==> config.mk <==
export PLATFORM = sky130hd
export DESIGN_NAME = hufsym_decoder
export DESIGN_NICKNAME = d
export VERILOG_FILES = /design/src/rtl/hufsym_pkg.sv /design/src/rtl/hufsym_run_ctr.sv /design/src/rtl/hufsym_map.sv /design/src/rtl/hufsym_decoder.sv
export SDC_FILE = /design/constraint.sdc
export NUM_CORES = 1
export LEC_CHECK = 0
export BUFFER_PORTS_ARGS = -buffer_cell sky130_fd_sc_hd__buf_2
export CORE_AREA = 3 3 40 42
export DETAILED_ROUTE_END_ITERATION = 12
export DIE_AREA = 0 0 43 45
export SYNTH_ARGS = -nofsm -noshare
export SYNTH_HDL_FRONTEND = slang
export SYNTH_SLANG_ARGS = --single-unit
==> constraint.sdc <==
create_clock -name clk -period 1.2 [get_ports clk]
set_clock_uncertainty 0.05 [all_clocks]
set_input_delay 0.18 -clock clk [delete_from_list [all_inputs] [get_ports clk]]
set_output_delay 0.18 -clock clk [all_outputs]
set_load 0.005 [all_outputs]
==> src/rtl/hufsym_pkg.sv <==
package hufsym_pkg;

    // longest run of ones; a run this long is a complete codeword
    localparam int CODE_MAX = 7;
    localparam int NSYM     = CODE_MAX + 1;
    localparam int SYM_W    = $clog2(NSYM);
    localparam int RUN_W    = $clog2(CODE_MAX);
    localparam int LEN_W    = $clog2(CODE_MAX + 1);

    typedef struct packed {
        logic [RUN_W-1:0] run;
    } run_state_t;

    // symbol assigned to a codeword with n leading ones
    function automatic logic [SYM_W-1:0] sym_of_run(input int n);
        case (n)
            0:       return 3'b000;
            1:       return 3'b010;
            2:       return 3'b001;
            3:       return 3'b011;
            4:       return 3'b110;
            5:       return 3'b101;
            6:       return 3'b111;
            default: return 3'b100;
        endcase
    endfunction

endpackage

==> src/rtl/hufsym_run_ctr.sv <==
module hufsym_run_ctr
    import hufsym_pkg::*;
#(
    parameter int MAX_RUN = CODE_MAX
) (
    input  logic             clk,
    input  logic             rst,
    input  logic             bit_valid,
    input  logic             bit_in,
    input  logic             flush,
    output logic             done,
    output logic [LEN_W-1:0] len,
    output logic             pend_err,
    output logic [RUN_W-1:0] run_q
);

    run_state_t st_d, st_q;

    always_comb begin
        st_d     = st_q;
        done     = 1'b0;
        len      = '0;
        pend_err = 1'b0;
        if (flush) begin
            pend_err   = (st_q.run != '0);
            st_d.run   = '0;
        end else if (bit_valid) begin
            if (!bit_in) begin
                done     = 1'b1;
                len      = LEN_W'(st_q.run);
                st_d.run = '0;
            end else if (st_q.run == RUN_W'(MAX_RUN - 1)) begin
                done     = 1'b1;
                len      = LEN_W'(MAX_RUN);
                st_d.run = '0;
            end else begin
                st_d.run = st_q.run + RUN_W'(1);
            end
        end
    end

    always_ff @(posedge clk) begin
        if (rst) st_q <= '0;
        else     st_q <= st_d;
    end

    assign run_q = st_q.run;

endmodule

==> src/rtl/hufsym_map.sv <==
module hufsym_map
    import hufsym_pkg::*;
(
    input  logic [LEN_W-1:0] len,
    output logic [SYM_W-1:0] sym
);

    logic [SYM_W-1:0] table_w [NSYM];

    for (genvar g = 0; g < NSYM; g++) begin : g_entry
        assign table_w[g] = sym_of_run(g);
    end

    assign sym = table_w[len];

endmodule

==> src/rtl/hufsym_decoder.sv <==
module hufsym_decoder
    import hufsym_pkg::*;
(
    input  logic             clk,
    input  logic             rst,
    input  logic             bit_valid,
    input  logic             bit_in,
    input  logic             flush,
    output logic             sym_valid,
    output logic [SYM_W-1:0] sym_out,
    output logic             err
);

    logic             done_w;
    logic [LEN_W-1:0] len_w;
    logic [RUN_W-1:0] run_q;

    hufsym_run_ctr #(.MAX_RUN(CODE_MAX)) u_run (
        .clk      (clk),
        .rst      (rst),
        .bit_valid(bit_valid),
        .bit_in   (bit_in),
        .flush    (flush),
        .done     (done_w),
        .len      (len_w),
        .pend_err (err),
        .run_q    (run_q)
    );

    hufsym_map u_map (
        .len(len_w),
        .sym(sym_out)
    );

    assign sym_valid = done_w;

endmodule

## Word-level counts from Yosys, hierarchy flattened

Memory sizes are Yosys's and may differ from the RTL's.
Index checks and enable logic that the tools add are counted.

| operators by class | value |
|---|---|
| $add $sub $neg | 1 |
| multiply operators | 0 |
| div/mod/pow operators | 0 |
| order comparisons | 1 |
| equality and inequality tests | 1 |
| shift-type cells | 0 |
| mux-type cells | 13 |
| bitwise logic cells | 1 |
| reductions and logical operators | 2 |

Operator list:

| cell | count |
|---|---|
| 3-bit two-way mux | 8 |
| 1-bit two-way mux | 5 |
| 4-bit >= comparator, second input constant | 1 |
| 3-bit NOT with 4-bit output | 1 |
| 3-bit by 1-bit adder with 3-bit output, second input constant | 1 |
| 3-bit == test, second input constant | 1 |
| 3-bit nonzero test | 1 |
| 2-bit OR reduction | 1 |

| storage, ports and cells | value |
|---|---|
| register bits after elaboration | 3 |
| bits in latches | 0 |
| RAM bits | 0 |
| bits in read-only memories | 24 |
| logic and storage cells | 21 |
| memories | 1 |

Memories:

| memory | depth | bits a word | read ports | clocked after memory_dff | write ports | line | text |
|---|---|---|---|---|---|---|---|
| (name not given) | 8 | 3 | 1 | 0 | 0 | hufsym_map.sv:14 | `assign sym = table_w[len];` |

## Longest topological paths before layout

| depth | value |
|---|---|
| depth after elaboration | 9 |
| gate-level depth with buffers | 3 |
| mapped depth without buffers | 2 |

## By module

Synthesis repeated with hierarchy kept, for this count alone.

| unflattened totals | value |
|---|---|
| cells, all modules | 39 |
| area, all modules | 286.5 um^2 |

Modules (own cells, without submodules):

| module | times used | cells an instance | area an instance (um^2) | sequential area each (um^2) |
|---|---|---|---|---|
| hufsym_run_ctr | 1 | 30 | 227.7 | 60.1 |
| hufsym_map | 1 | 9 | 58.8 | 0.0 |

## Worst setup path after synthesis

Ideal clock, no wire load.

| path | value |
|---|---|
| kind | register to output |
| start | register u_run.st_q, in the netlist u_run.run_q[0] |
| end | output port sym_out[2] |
| data arrival time | 0.873 ns |
| data required time | 0.970 ns |
| path slack | 0.097 ns |
| stages on the path, launching flop included | 4 |
| buffers on the path | 1 |
| cells stage by stage | dfxtp_1 -> buf_2 -> nand3b_1 -> a211oi_1 |

| on the way | value |
|---|---|
| cells in the longest elaborated chain, start to end | 9 |

Ends and longest elaborated chain:

| item | line | text |
|---|---|---|
| start: declaration | hufsym_run_ctr.sv:17 | `run_state_t st_d, st_q;` |
| start signal: assignment | hufsym_run_ctr.sv:44 | `else st_q <= st_d;` |
| 3-bit == test | hufsym_run_ctr.sv:32 | `end else if (st_q.run == RUN_W'(MAX_RUN - 1)) begin` |
| 3-bit two-way mux | hufsym_run_ctr.sv:32 |  |
| 3-bit two-way mux * | hufsym_run_ctr.sv:28 | `if (!bit_in) begin` |
| 3-bit two-way mux * | hufsym_run_ctr.sv:27 | `end else if (bit_valid) begin` |
| 3-bit two-way mux * | hufsym_run_ctr.sv:24 | `if (flush) begin` |
| 3-bit NOT with 4-bit output (implied by the code) * | hufsym_map.sv:14 |  |
| memory read 8 x 3 bit * | n/a |  |
| 3-bit two-way mux (implied by the code) * (2 in a row) | hufsym_map.sv:14 |  |
| end: declaration | hufsym_decoder.sv:10 | `output logic [SYM_W-1:0] sym_out,` |

Mark *: on every way between the ends. The rest lies on a longest branch, timed or not. The select of a mux whose other input is x is not followed.

## Worst setup path after layout

| path | value |
|---|---|
| start | register u_run.st_q, in the netlist u_run.run_q[2] |
| end | output port sym_out[1] |

The elaborated chain is that of the path after synthesis.

==> summary.txt <==
outcome: finished, violations left
violated checks: setup timing
die extent in y: 45 microns
Max VDD drop: 0.000399 V
Root Buffer: clkbuf_4
filler instances: 129
Post-Syn Area: 238 sq um
Power Density: 840 nW/um^2
final core area utilization: 30.4%
Post-Syn Area per Cell: 9.14 sq um
Final Max Tran Viols: 0
crit path cell chain: buf_6, xnor2_1, nor3_1, buf_2
DRT Pass-1 Iters: 4
Period minus WS final: 1.33 ns
Hold Vio Cnt, Final: 0
total die area: 1940 sq um
RSZ-0062 raised after global routing: yes
worst-path maximum fanout: 6
vias in the first global route: 218
Worst setup startpoint: u_run.run_q[2]
Slowest-stage cell, CP: dfxtp_4
initial antenna violation count: 0
# setup viols final: 5
core area: 1280 sq um
WL/cell: 9.63 microns
area of the multi-input gates: 173 sq um
clock slew seen by the registers of the worst setup and hold paths: 0.04 ns
Final period util: 111%
GR Util All Layers: 7.08%
worst skew pair latency: 0.23 ns
Worst Hold Class: primary input to register
synthesized flop and latch total: 3
routability congestion estimate: 0.642
Setup crit end kind: output pin
setup TNS: -0.544 ns
syn_nets: 31
# IOs: 10
first-pass GRT wire length: 883 microns
initial DRC count: 3
GR Util met3: 3.59%
Slew HR: 86.2%
hold-fix buffers at CTS: 0
num rows: 13
Leak: 0.153 nW
vias per cell: 4.47
Cell variety after synth: 15
final worst slack: -0.133 ns
Min Hold Slack: 0.165 ns
# DRC: 0
worst path required time: 0.97 ns
CP Data Arrival Time: 1.10 ns
initial core utilization: 18.5%
register area: 71.3 sq um
Worst-Margin Slew: 0.208 ns
max_cap viols: 0
Largest register FFs: 3
Die X-Extent: 43 microns
port buffer count: 9
Critical Path Source Type: register
Syn-to-layout area delta: 64.2%
fmax: 0.750 GHz
crit-path max cell delay: 0.36 ns
CTS tree: done
sequential fraction of the synthesis area: 25.3%
Synth top area share: 25.3%
CTS max path bufs: 2
M1 GR Usage: 6.02%
Area contributors post-synth: dfxtp_1 (25%), a211oi_1 (13%), nand3b_1 (9.5%)
Num CTS Buffers: 3
CTS sink cnt: 3
post-route ant nets: 0
total number of vias: 255
antenna cells: 0
Post-Syn Instances: 26
Synth Warn #: 0
R2R Path Start: u_run.run_q[0]
GR Overflow Total: 0
Crit Path Class: register to output pin
hold_sp: rst
Nets: 48
busiest metal layer after global routing: met4
H-tree Lvls: 1
post-synth top area cell: dfxtp_1
layout cells sized above 1: 66.7%
final wirelength: 549 microns
met2 Use GR: 9.88%
pin count of the biggest net entering global routing: 8
final timing paths:
| kind | to | slack, ns | cells past startpoint |
|---|---|---|---|
| worst max-delay path | sym_out[1] | -0.13 | 4 |
| worst min-delay path | u_run.run_q[1] | 0.17 | 3 |
| worst max register to register | u_run.run_q[1] | 0.06 | 4 |
| worst min register to register | u_run.run_q[1] | 0.56 | 2 |
per-layer routing:
| metal | wire [microns] | vias to the layer above |
|---|---|---|
| met3 | 26 | 2 |
| met5 | 0 | - |
| li1 | - | 132 |
| met2 | 257 | 6 |
| met4 | 27 | 0 |
| met1 | 237 | 115 |
where the power goes:
group / total [W] / leakage [nW] / internal [W] / switching [W]
Sequential: 0.0000996 / 0.0266 / 0.0000967 / 0.00000283
Combinational: 0.0000509 / 0.112 / 0.0000277 / 0.0000231
Clock: 0.000178 / 0.0150 / 0.000125 / 0.0000528
Total: 0.000328 / 0.153 / 0.000249 / 0.0000788
what timing repair did:
item,4_1_cts,5_1_grt
endpoints found under the hold margin,0,0
setup endpoints to repair,5,5
gates resized for setup,7,4
buffers inserted,1,1
pin swaps,2,1
final cells by class:
type,count,area share (%)
tap,15,4.81
clock buffer,4,6.73
sequential,3,18.3
multi-input combinational,20,44.2
timing repair buffer,15,26.0
layout by cell type, fill, tap and decap left out, types with 2 or more instances in the layout:
cell	instances
buf_2	9
nand3b_1	3
clkbuf_4	3
buf_6	3
buf_4	3
dfxtp_4	3
a211oi_2	2
xnor2_1	2
a21bo_2	2
a211oi_1	2
logic make-up after synthesis:
group | Yosys count | synth area share, %
buffers and inverters | 3 | 6.31
AND/OR/NAND/NOR | 7 | 18.4
AO/OA/AOI/OAI | 11 | 42.6
XOR/XNOR | 2 | 7.37
flip-flops | 3 | 25.3
through the flow:
stage / setup WS [ns] / area (sq um) / total power, W / std cells
floorplan: 0.0968 / 238 / 0.000133 / 26
global placement: 0.0380 / 317 / 0.000151 / 51
detailed placement: 0.0359 / 317 / 0.000151 / 51
CTS: -0.138 / 368 / 0.000333 / 56
global route: -0.172 / 390 / 0.000355 / 57
finish: -0.133 / 390 / 0.000328 / 57
Yosys cell counts (all sizes together):
library cell  count
a211oi            4
a21bo             3
a221oi            1
nand3b            3
a31oi             1
nand2b            1
a21oi             1
xnor2             2
o31a              1
or2               1
buf               3
dfxtp             3
nor3              1
nor2              1
worst max-delay path, delay by kind of cell (launching register included):
family	cells	cell delay [ns]
flip-flops	1	0.36
buffers and inverters	2	0.26
AND/OR/NAND/NOR	1	0.14
XOR/XNOR	1	0.11
No activity file was read; power rests on OpenSTA's default activity.
